File: config.mk
export PLATFORM = sky130hd
export DESIGN_NAME = aux_gpio_port
export DESIGN_NICKNAME = d
export VERILOG_FILES = /design/src/rtl/aux_gpio_pkg.sv /design/src/rtl/aux_gpio_sync.sv /design/src/rtl/aux_gpio_irq_ch.sv /design/src/rtl/aux_gpio_pinmux.sv /design/src/rtl/aux_gpio_port.sv
export SDC_FILE = /design/constraint.sdc
export NUM_CORES = 1
export LEC_CHECK = 0
export ABC_AREA = 0
export BUFFER_PORTS_ARGS = -buffer_cell sky130_fd_sc_hd__buf_2
export CAP_MARGIN = 20
export CORE_ASPECT_RATIO = 0.5
export CORE_MARGIN = 2
export CORE_UTILIZATION = 51
export CTS_BUF_LIST = sky130_fd_sc_hd__clkbuf_8 sky130_fd_sc_hd__clkbuf_16
export DETAILED_ROUTE_END_ITERATION = 10
export GPL_TIMING_DRIVEN = 0
export PLACE_DENSITY = 0.77
export REMOVE_ABC_BUFFERS = 1
export SLEW_MARGIN = 30
export SYNTH_ARGS = -nofsm -noshare
export SYNTH_HDL_FRONTEND = slang
export SYNTH_SLANG_ARGS = --single-unit
File: constraint.sdc
create_clock -name clk -period 2.87 [get_ports clk]
set_clock_uncertainty 0.2 [all_clocks]
set_input_delay 0.1435 -clock clk [delete_from_list [all_inputs] [get_ports clk]]
set_output_delay 0.1435 -clock clk [all_outputs]
set_load 0.01 [all_outputs]
File: src/rtl/aux_gpio_pkg.sv
package aux_gpio_pkg;

   localparam int unsigned REG_AW      = 3;
   localparam int unsigned CFG_W       = 3;
   localparam int unsigned CFG_SPI_BIT = 2;
   localparam int unsigned STRAP_W     = 3;

   typedef enum logic [REG_AW-1:0] {
      A_OUT   = 3'd0,
      A_DIR   = 3'd1,
      A_PIN   = 3'd2,
      A_STAT  = 3'd3,
      A_EN    = 3'd4,
      A_CFG   = 3'd5,
      A_STRAP = 3'd6
   } reg_addr_e;

endpackage

File: src/rtl/aux_gpio_sync.sv
module aux_gpio_sync #(
   parameter int unsigned W      = 8,
   parameter int unsigned STAGES = 2
) (
   input  logic         clk,
   input  logic         rst_n,
   input  logic [W-1:0] d,
   output logic [W-1:0] q
);

   if (STAGES < 2) begin : g_bad_stages
      $error("aux_gpio_sync: STAGES must be at least 2");
   end

   for (genvar i = 0; i < W; i++) begin : g_bit
      logic [STAGES-1:0] chain;
      always_ff @(posedge clk) begin
         if (!rst_n) chain <= '0;
         else        chain <= {chain[STAGES-2:0], d[i]};
      end
      assign q[i] = chain[STAGES-1];
   end

endmodule

File: src/rtl/aux_gpio_irq_ch.sv
module aux_gpio_irq_ch (
   input  logic clk,
   input  logic rst_n,
   input  logic pin_s,
   input  logic edge_mode,
   input  logic src_ok,
   input  logic clr,
   output logic stat
);

   logic prev_q;
   logic sticky_q;
   logic fall;

   assign fall = prev_q & ~pin_s & src_ok;

   always_ff @(posedge clk) begin
      if (!rst_n) begin
         prev_q   <= 1'b0;
         sticky_q <= 1'b0;
      end else begin
         prev_q   <= pin_s;
         sticky_q <= fall | (sticky_q & ~clr);
      end
   end

   assign stat = edge_mode ? sticky_q : (~pin_s & src_ok);

endmodule

File: src/rtl/aux_gpio_pinmux.sv
module aux_gpio_pinmux #(
   parameter int unsigned NUM_LINES = 8,
   parameter int unsigned CS_LINE   = 3,
   parameter int unsigned MISO_LINE = 4,
   parameter int unsigned MOSI_LINE = 5,
   parameter int unsigned SCK_LINE  = 6
) (
   input  logic [NUM_LINES-1:0] out_reg,
   input  logic [NUM_LINES-1:0] dir_reg,
   input  logic                 spi_mode,
   input  logic                 spi_cs,
   input  logic                 spi_mosi,
   input  logic                 spi_sck,
   input  logic [NUM_LINES-1:0] pad_in,
   output logic [NUM_LINES-1:0] pad_out,
   output logic [NUM_LINES-1:0] pad_oe,
   output logic                 spi_miso
);

   always_comb begin
      pad_out = out_reg;
      pad_oe  = dir_reg;
      if (spi_mode) begin
         pad_out[CS_LINE]   = spi_cs;
         pad_oe[CS_LINE]    = 1'b1;
         pad_out[MOSI_LINE] = spi_mosi;
         pad_oe[MOSI_LINE]  = 1'b1;
         pad_out[SCK_LINE]  = spi_sck;
         pad_oe[SCK_LINE]   = 1'b1;
         pad_oe[MISO_LINE]  = 1'b0;
      end
   end

   assign spi_miso = pad_in[MISO_LINE];

endmodule

File: src/rtl/aux_gpio_port.sv
module aux_gpio_port
   import aux_gpio_pkg::*;
#(
   parameter int unsigned NUM_LINES   = 8,
   parameter int unsigned SYNC_STAGES = 2,
   parameter int unsigned INT_LINE_A  = 6,
   parameter int unsigned INT_LINE_B  = 7,
   parameter int unsigned CS_LINE     = 3,
   parameter int unsigned MISO_LINE   = 4,
   parameter int unsigned MOSI_LINE   = 5,
   parameter int unsigned SCK_LINE    = 6
) (
   input  logic                 clk,
   input  logic                 rst_n,
   input  logic [REG_AW-1:0]    reg_addr,
   input  logic                 reg_wr,
   input  logic [NUM_LINES-1:0] reg_wdata,
   output logic [NUM_LINES-1:0] reg_rdata,
   input  logic [NUM_LINES-1:0] pad_in,
   output logic [NUM_LINES-1:0] pad_out,
   output logic [NUM_LINES-1:0] pad_oe,
   input  logic                 spi_cs,
   input  logic                 spi_mosi,
   input  logic                 spi_sck,
   output logic                 spi_miso,
   output logic                 irq
);

   localparam int unsigned NUM_IRQ = 2;
   localparam int unsigned IRQ_LINE [NUM_IRQ] = '{INT_LINE_A, INT_LINE_B};

   if (NUM_LINES < CFG_W || NUM_LINES < STRAP_W) begin : g_bad_width
      $error("aux_gpio_port: NUM_LINES too small for config fields");
   end
   if (INT_LINE_A >= NUM_LINES || INT_LINE_B >= NUM_LINES ||
       INT_LINE_A == INT_LINE_B) begin : g_bad_int
      $error("aux_gpio_port: interrupt lines invalid");
   end
   if (CS_LINE >= NUM_LINES || MISO_LINE >= NUM_LINES ||
       MOSI_LINE >= NUM_LINES || SCK_LINE >= NUM_LINES) begin : g_bad_spi
      $error("aux_gpio_port: serial lines out of range");
   end

   logic [NUM_LINES-1:0] out_q, dir_q, pin_s;
   logic [NUM_IRQ-1:0]   en_q, irq_stat;
   logic [CFG_W-1:0]     cfg_q;
   logic [STRAP_W-1:0]   strap_q;
   logic                 spi_mode;
   reg_addr_e            addr;

   assign addr     = reg_addr_e'(reg_addr);
   assign spi_mode = cfg_q[CFG_SPI_BIT];

   // Straps: sampled every clock while reset is low, frozen at release.
   always_ff @(posedge clk) begin
      if (!rst_n) strap_q <= {pad_in[CS_LINE], pad_in[MOSI_LINE], pad_in[MISO_LINE]};
   end

   always_ff @(posedge clk) begin
      if (!rst_n) begin
         out_q <= '0;
         dir_q <= '0;
         en_q  <= '0;
         cfg_q <= '0;
      end else if (reg_wr) begin
         case (addr)
            A_OUT: out_q <= reg_wdata;
            A_DIR: dir_q <= reg_wdata;
            A_EN:  en_q  <= reg_wdata[NUM_IRQ-1:0];
            A_CFG: cfg_q <= reg_wdata[CFG_W-1:0];
            default: ;
         endcase
      end
   end

   aux_gpio_sync #(.W(NUM_LINES), .STAGES(SYNC_STAGES)) u_sync (
      .clk(clk), .rst_n(rst_n), .d(pad_in), .q(pin_s)
   );

   for (genvar k = 0; k < NUM_IRQ; k++) begin : g_irq
      logic src_ok;
      logic clr;
      assign src_ok = !(spi_mode && (IRQ_LINE[k] == SCK_LINE));
      assign clr    = reg_wr && (addr == A_STAT) && reg_wdata[k];
      aux_gpio_irq_ch u_ch (
         .clk(clk), .rst_n(rst_n), .pin_s(pin_s[IRQ_LINE[k]]),
         .edge_mode(cfg_q[k]), .src_ok(src_ok), .clr(clr), .stat(irq_stat[k])
      );
   end

   aux_gpio_pinmux #(
      .NUM_LINES(NUM_LINES), .CS_LINE(CS_LINE), .MISO_LINE(MISO_LINE),
      .MOSI_LINE(MOSI_LINE), .SCK_LINE(SCK_LINE)
   ) u_mux (
      .out_reg(out_q), .dir_reg(dir_q), .spi_mode(spi_mode),
      .spi_cs(spi_cs), .spi_mosi(spi_mosi), .spi_sck(spi_sck),
      .pad_in(pad_in), .pad_out(pad_out), .pad_oe(pad_oe), .spi_miso(spi_miso)
   );

   always_comb begin
      reg_rdata = '0;
      case (addr)
         A_OUT:   reg_rdata = out_q;
         A_DIR:   reg_rdata = dir_q;
         A_PIN:   reg_rdata = pin_s;
         A_STAT:  reg_rdata[NUM_IRQ-1:0] = irq_stat;
         A_EN:    reg_rdata[NUM_IRQ-1:0] = en_q;
         A_CFG:   reg_rdata[CFG_W-1:0]   = cfg_q;
         A_STRAP: reg_rdata[STRAP_W-1:0] = strap_q;
         default: reg_rdata = '0;
      endcase
   end

   assign irq = |(irq_stat & en_q);

endmodule

==> results of run 1 <==
==> per-stage QoR <==
stage          hold WS, ns  setup slack [ns]   util
4_1_cts             0.0289             0.951  0.671
3_5_place_dp         0.138              1.06  0.597
2_1_floorplan       0.0424              1.47      -
5_1_grt             0.0442             0.894  0.671
3_3_place_gp         0.133              1.08  0.597
6_report            0.0316             0.950  0.671
==> cell usage after synthesis <==
library cell,number
a2bb2oi_1,2
or2_1,4
or2_2,3
or3_1,1
o21a_1,2
or4b_4,1
inv_1,1
and2_1,18
o22a_1,1
nand2b_1,1
o22ai_1,1
buf_6,3
buf_2,2
nor4b_4,1
nor3b_1,2
edfxtp_1,3
o21ai_1,2
mux2_2,5
buf_4,13
mux4_2,1
and4b_1,1
o31a_1,1
nand4b_1,1
nor2b_1,5
a21oi_1,12
mux2i_1,20
clkbuf_1,5
a22oi_1,1
a221oi_1,1
dfxtp_1,41
a21boi_1,3
nand2_1,22
and4bb_1,2
nor2_1,17
mux2_1,2
==> flip-flops by register name, indices dropped and copies added (netlist names) <==
register,flops
u_sync.g_bit.chain,16
dir_q,8
out_q,8
cfg_q,3
strap_q,3
en_q,2
g_irq.u_ch.prev_q,2
g_irq.u_ch.sticky_q,2
==> final timing paths <==
path,start,cells past startpoint,slack (ns),endpoint
max reg2reg,cfg_q[2],2,1.72,g_irq[0].u_ch.sticky_q
min reg2reg,u_sync.g_bit[0].chain[0],1,0.24,u_sync.g_bit[0].chain[1]
max,strap_q[1],4,0.95,reg_rdata[1]
min,rst_n,2,0.03,g_irq[0].u_ch.sticky_q
==> critical path: cells and delay by family, from the launching register on <==
family	cells	cell delay, ns
AOI/OAI and AO/OA	2	0.43
DFF	1	0.38
muxes	1	0.31
buffers and inverters	1	0.16
==> power by group <==
group / internal (uW) / leakage (uW) / switching [uW] / total (uW)
combinational: 67.0 / 0.000655 / 63.9 / 131
clock: 255 / 0.0000593 / 196 / 451
sequential: 639 / 0.000364 / 10.5 / 649
==> cell type report <==
type / count / area (um2)
Fill cell: 309 / 1180
Clock buffer: 5 / 68.8
Multi-Input combinational cell: 133 / 910
Sequential cell: 44 / 911
Clock inverter: 3 / 38.8
Inverter: 1 / 3.75
Tap cell: 51 / 63.8
Timing Repair Buffer: 66 / 410
==> repair_timing <==
| item | in CTS | in global routing |
|---|---|---|
| hold buffers | 16 | 0 |
| hold endpoints to repair | 32 | 0 |
| buffers inserted | 0 | 0 |
==> cells in the final DEF, fill, tap and decap left out, drive strengths merged, types with 7 or more instances in the layout <==
cell | synthesis | final
a21oi | 12 | 12
dfxtp | 41 | 41
nor2 | 17 | 17
mux2 | 7 | 7
or2 | 7 | 7
nand2 | 22 | 22
dlygate4sd3 | 0 | 16
mux2i | 20 | 20
buf | 18 | 50
and2 | 18 | 18
==> logic make-up (layout without fill, tap and decap cells) <==
family	count (synthesis)	after routing	share of synthesized area
compound gates	26	26	0.0832
buf+inv	24	75	0.0826
flops	44	44	0.459
mux	28	28	0.152
simple gates	79	79	0.223
==> metal layers <==
metal	part of all wire	vias up	track usage
li1	-	766	-
met1	0.48	689	0.242
met2	0.45	49	0.334
met3	0.054	8	0.0556
met4	0.014	0	0.0896
met5	0	-	0
==> summary.md, run 1 <==
| Metric | Value |
|---|---|
| Worst hold path class | `input port to flip-flop` |
| HPWL Detailed | `2.81 mm` |
| DRC violations left | `0` |
| CTS buffer count | `5` |
| Total power | `about 1200 uW` |
| Fin. max-slew vios | `0` |
| # IOs | `slightly above 50` |
| Yosys warning total | `0` |
| Static Leak | `approximately 0.0011 uW` |
| Yosys top cell by area | `dfxtp_1` |
| Starting Density | `0.554` |
| Crit Path Max Fanout | `1` |
| Routed wire length | `4.07 mm` |
| CTS root buffer | `clkbuf_8` |
| CTS sink cnt | `44` |
| Share of the synthesized area in the top cell type | `0.414` |
| CP peak stage delay | `0.38 ns` |
| Hold Vio Cnt, Final | `0` |
| Post-cts sizing count | `0` |
| Max VDD drop | `0.000289 V` |
| First-pass GRT wire length | `6.34 mm` |
| Pwr dens | `512 nW/um2` |
| Share of layout cells above drive strength 1 | `0.270` |
| CTS Buffer Depth | `2` |
| CP cell instances | `mux2_1 -> a221oi_1 -> o22ai_1 -> buf_2` |
| Placer Congestion | `0.811` |
| Site Rows | `15` |
| Initial antenna violation count | `0` |
| Gr ovfl total | `0` |
| Element type at the critical path end | `output pin` |
| H-tree levels | `2` |
| RSZ-0062 raised after global routing | `false` |
| Critical path type | `flip-flop to output pin` |
| Worst skew pair latency | `0.29 ns` |
| Gr usage total | `0.195` |
| Setup TNS | `0 ns` |
| Vias/cell | `4.99` |
| Design area | `2410 um2` |
| Max cap viols | `0` |
| Post-Layout Cell Count | `about 300` |
| Tmin final | `1.92 ns` |
| Synth cell types | `35` |
| Initial detailed-routing violation count | `97` |
| Layout Area Growth over Synthesis | `21.2%` |
| DP Area | `2140 um2` |
| Placed cells | `279` |
| Final period util | `0.669` |
| Area contributors post-synth | `dfxtp_1 (41%), mux2i_1 (10%), and2_1 (5.7%)` |
| # diodes | `0` |
| Req. time, crit path | `2.53 ns` |
| Crit path max-delay cell type | `edfxtp_1` |
| Mean post-synth cell area | `between 9 and 10 um2` |
| Vias in the first global route | `1343` |
| DRT antenna net count | `0` |
| Status | `completed` |
| Pre-antenna DRT Iters | `4` |
| PortBufs | `50` |
| Synthesized area | `approximately 2000 um2` |
| Vias | `1512` |
| Highest Clock Rate | `0.521 GHz` |
| CTS tree | `done` |
| Arr. time, crit path | `1.58 ns` |
| Die H | `48.1 um` |
| Post-synthesis cell count | `roughly 200` |
| Endpoints failing setup | `0` |
| Die ar. | `4440 um2` |
| Core Area | `3580 um2` |
| Crit path launch type | `flip-flop` |
| Seq cells post-synth | `44` |
| Clock-pin slew on the worst setup and hold paths | `0.08 ns` |
| Slew headroom | `0.471` |
| Largest net degree at the start of global routing | `25` |
| Final nets | `~280` |
| WL/cell | `13.4 um` |
| Chip width | `92.2 um` |
| Seq/Total Area, Yosys | `0.459` |
| Worst-Margin Slew | `approximately 0.8 ns` |
Note: power is estimated with default switching activity, not from simulation.
==> inputs of run 2 (changes only) <==
Clock period 2.87 ns to 2.01 ns, I/O delays scaled along.
==> summary.md, run 2 (synthesis gave the netlist of run 1 again) <==
| Metric | Value |
|---|---|
| Starting Density | `0.554` |
| Die H | `between 40 and 50 um` |
| Initial detailed-routing violation count | `slightly above 80` |
| HPWL Detailed | `~2.8 mm` |
| Worst skew pair latency | `roughly 0.29 ns` |
| Worst-Margin Slew | `0.776 ns` |
| Largest net degree at the start of global routing | `25` |
| Gr usage total | `0.195` |
| First-pass GRT wire length | `6.35 mm` |
| Vias in the first global route | `1346` |
| Arr. time, crit path | `1.58 ns` |
| Commonest non-fill, non-tap cell in the layout | `buf_2` |
| Highest Clock Rate | `0.532 GHz` |
| Post-cts sizing count | `0` |
| Core Area | `3580 um2` |
| Die ar. | `4440 um2` |
| Vias | `1526` |
| Critical path type | `flip-flop to output pin` |
| Initial antenna violation count | `0` |
| Routed wire length | `4.08 mm` |
| CP cell instances | `mux2_1 -> a221oi_1 -> o22ai_1 -> buf_2` |
| Static Leak | `approximately 0.0011 uW` |
| Layout fillers | `~310` |
| Layout Area Growth over Synthesis | `21.8%` |
| Status | `completed` |
| Crit path launch type | `flip-flop` |
| CTS buffer count | `5` |
| Setup TNS | `0 ns` |
| RSZ-0062 raised after global routing | `false` |
| Chip width | `92.2 um` |
| Commonest cells after routing, fill and taps aside | `buf_2 (50), dfxtp_1 (41), nand2_1 (22), mux2i_1 (20), and2_1 (18)` |
| Hold Vio Cnt, Final | `0` |
| Slew headroom | `0.482` |
| DP Area | `2140 um2` |
| Element type at the critical path end | `output pin` |
| Vias/cell | `5.02` |
| CTS sink cnt | `44` |
| Req. time, crit path | `1.71 ns` |
| Gr ovfl total | `0` |
| Share of layout cells above drive strength 1 | `0.269` |
| Total power | `~1800 uW` |
| Final period util | `0.935` |
| WL/cell | `between 10 and 15 um` |
| Register Area | `911 um2` |
| Biggest regs | `u_sync.g_bit.chain x16, dir_q x8, out_q x8` |
| # IOs | `51` |
| CTS tree | `done` |
| CTS Buffer Depth | `2` |
| Footprint of the multi-input gates | `910 um2` |
| DRT antenna net count | `0` |
| DRC violations left | `0` |
| Final nets | `between 200 and 300` |
| Post-CTS Setup Inserts | `0` |
| WP buf/inv | `1` |
| Placer Congestion | `0.811` |
| CTS Hold Bufs | `17` |
| Pwr dens | `729 nW/um2` |
| Fin. max-slew vios | `0` |
| # diodes | `0` |
| Delay-heaviest family, CP | `compound AO/OA/AOI/OAI gates` |
| Design area | `approximately 2400 um2` |
| Pre-antenna DRT Iters | `6` |
| Max cap viols | `0` |
| Crit Path Max Fanout | `1` |
| Worst hold path class | `input port to flip-flop` |
| Clock-pin slew on the worst setup and hold paths | `0.08 ns` |
| CTS root buffer | `clkbuf_8` |
| CP peak stage delay | `approximately 0.38 ns` |
| Crit path max-delay cell type | `edfxtp_1` |
| Max VDD drop | `0.000413 V` |
| Max reg flops | `16` |
| Largest Register | `u_sync.g_bit.chain` |
| H-tree levels | `2` |
| PortBufs | `50` |
| Site Rows | `15` |
| Endpoints failing setup | `0` |
| Tmin final | `1.88 ns` |
[run 2: cell types whose count changed in the layout (fill, tap and decap cells not counted), sizes merged]
cell	delta
dlygate4sd3	+1
[run 2: power breakdown]
part	total (uW)	switching [uW]	internal [uW]
Sequential	927	14.9	912
Combinational	188	91.1	96.9
Clock	645	282	364
Total	1760	388	1370
[run 2: layer usage]
| metal | share of wire | track usage | wire, um |
|---|---|---|---|
| met5 | 0 | 0 | 0 |
| met4 | 0.014 | 0.0896 | 57 |
| met3 | 0.055 | 0.0556 | 224 |
| met2 | 0.46 | 0.334 | 1890 |
| met1 | 0.47 | 0.243 | 1910 |
[run 2: worst reg2reg max path, stage by stage, from the launching register on]
cell and delay, ns:
dfxtp_1 0.57, nor3b_1 0.10, o21a_1 0.19
[run 2: path summary, 6_finish.rpt]
path	startpoint	end	slack, ns	cells after the start
min reg2reg	u_sync.g_bit[0].chain[0]	u_sync.g_bit[0].chain[1]	0.24	1
min	reg_wr	out_q[5]	0.07	4
max	strap_q[1]	reg_rdata[1]	0.13	4
max reg2reg	cfg_q[2]	g_irq[0].u_ch.sticky_q	0.85	2
[run 2: per-stage QoR]
stage          utilization  std cells  hold WS, ns  setup slack [ns]
2_1_floorplan            -        178    -0.000631             0.650
3_3_place_gp         0.597        279       0.0897             0.271
3_5_place_dp         0.597        279       0.0948             0.251
4_1_cts              0.674        304       0.0662             0.134
5_1_grt              0.674        304       0.0940            0.0766
6_report             0.674        304       0.0746             0.130
[run 2: final cells by class]
cell class | instances | share of cell area
flip-flops and latches | 44 | 0.377
multi-input cells | 133 | 0.376
repair buffers | 67 | 0.174
clock buffers | 5 | 0.0285
well taps | 51 | 0.0264
clock inverters | 3 | 0.0161
inverters | 1 | 0.00155
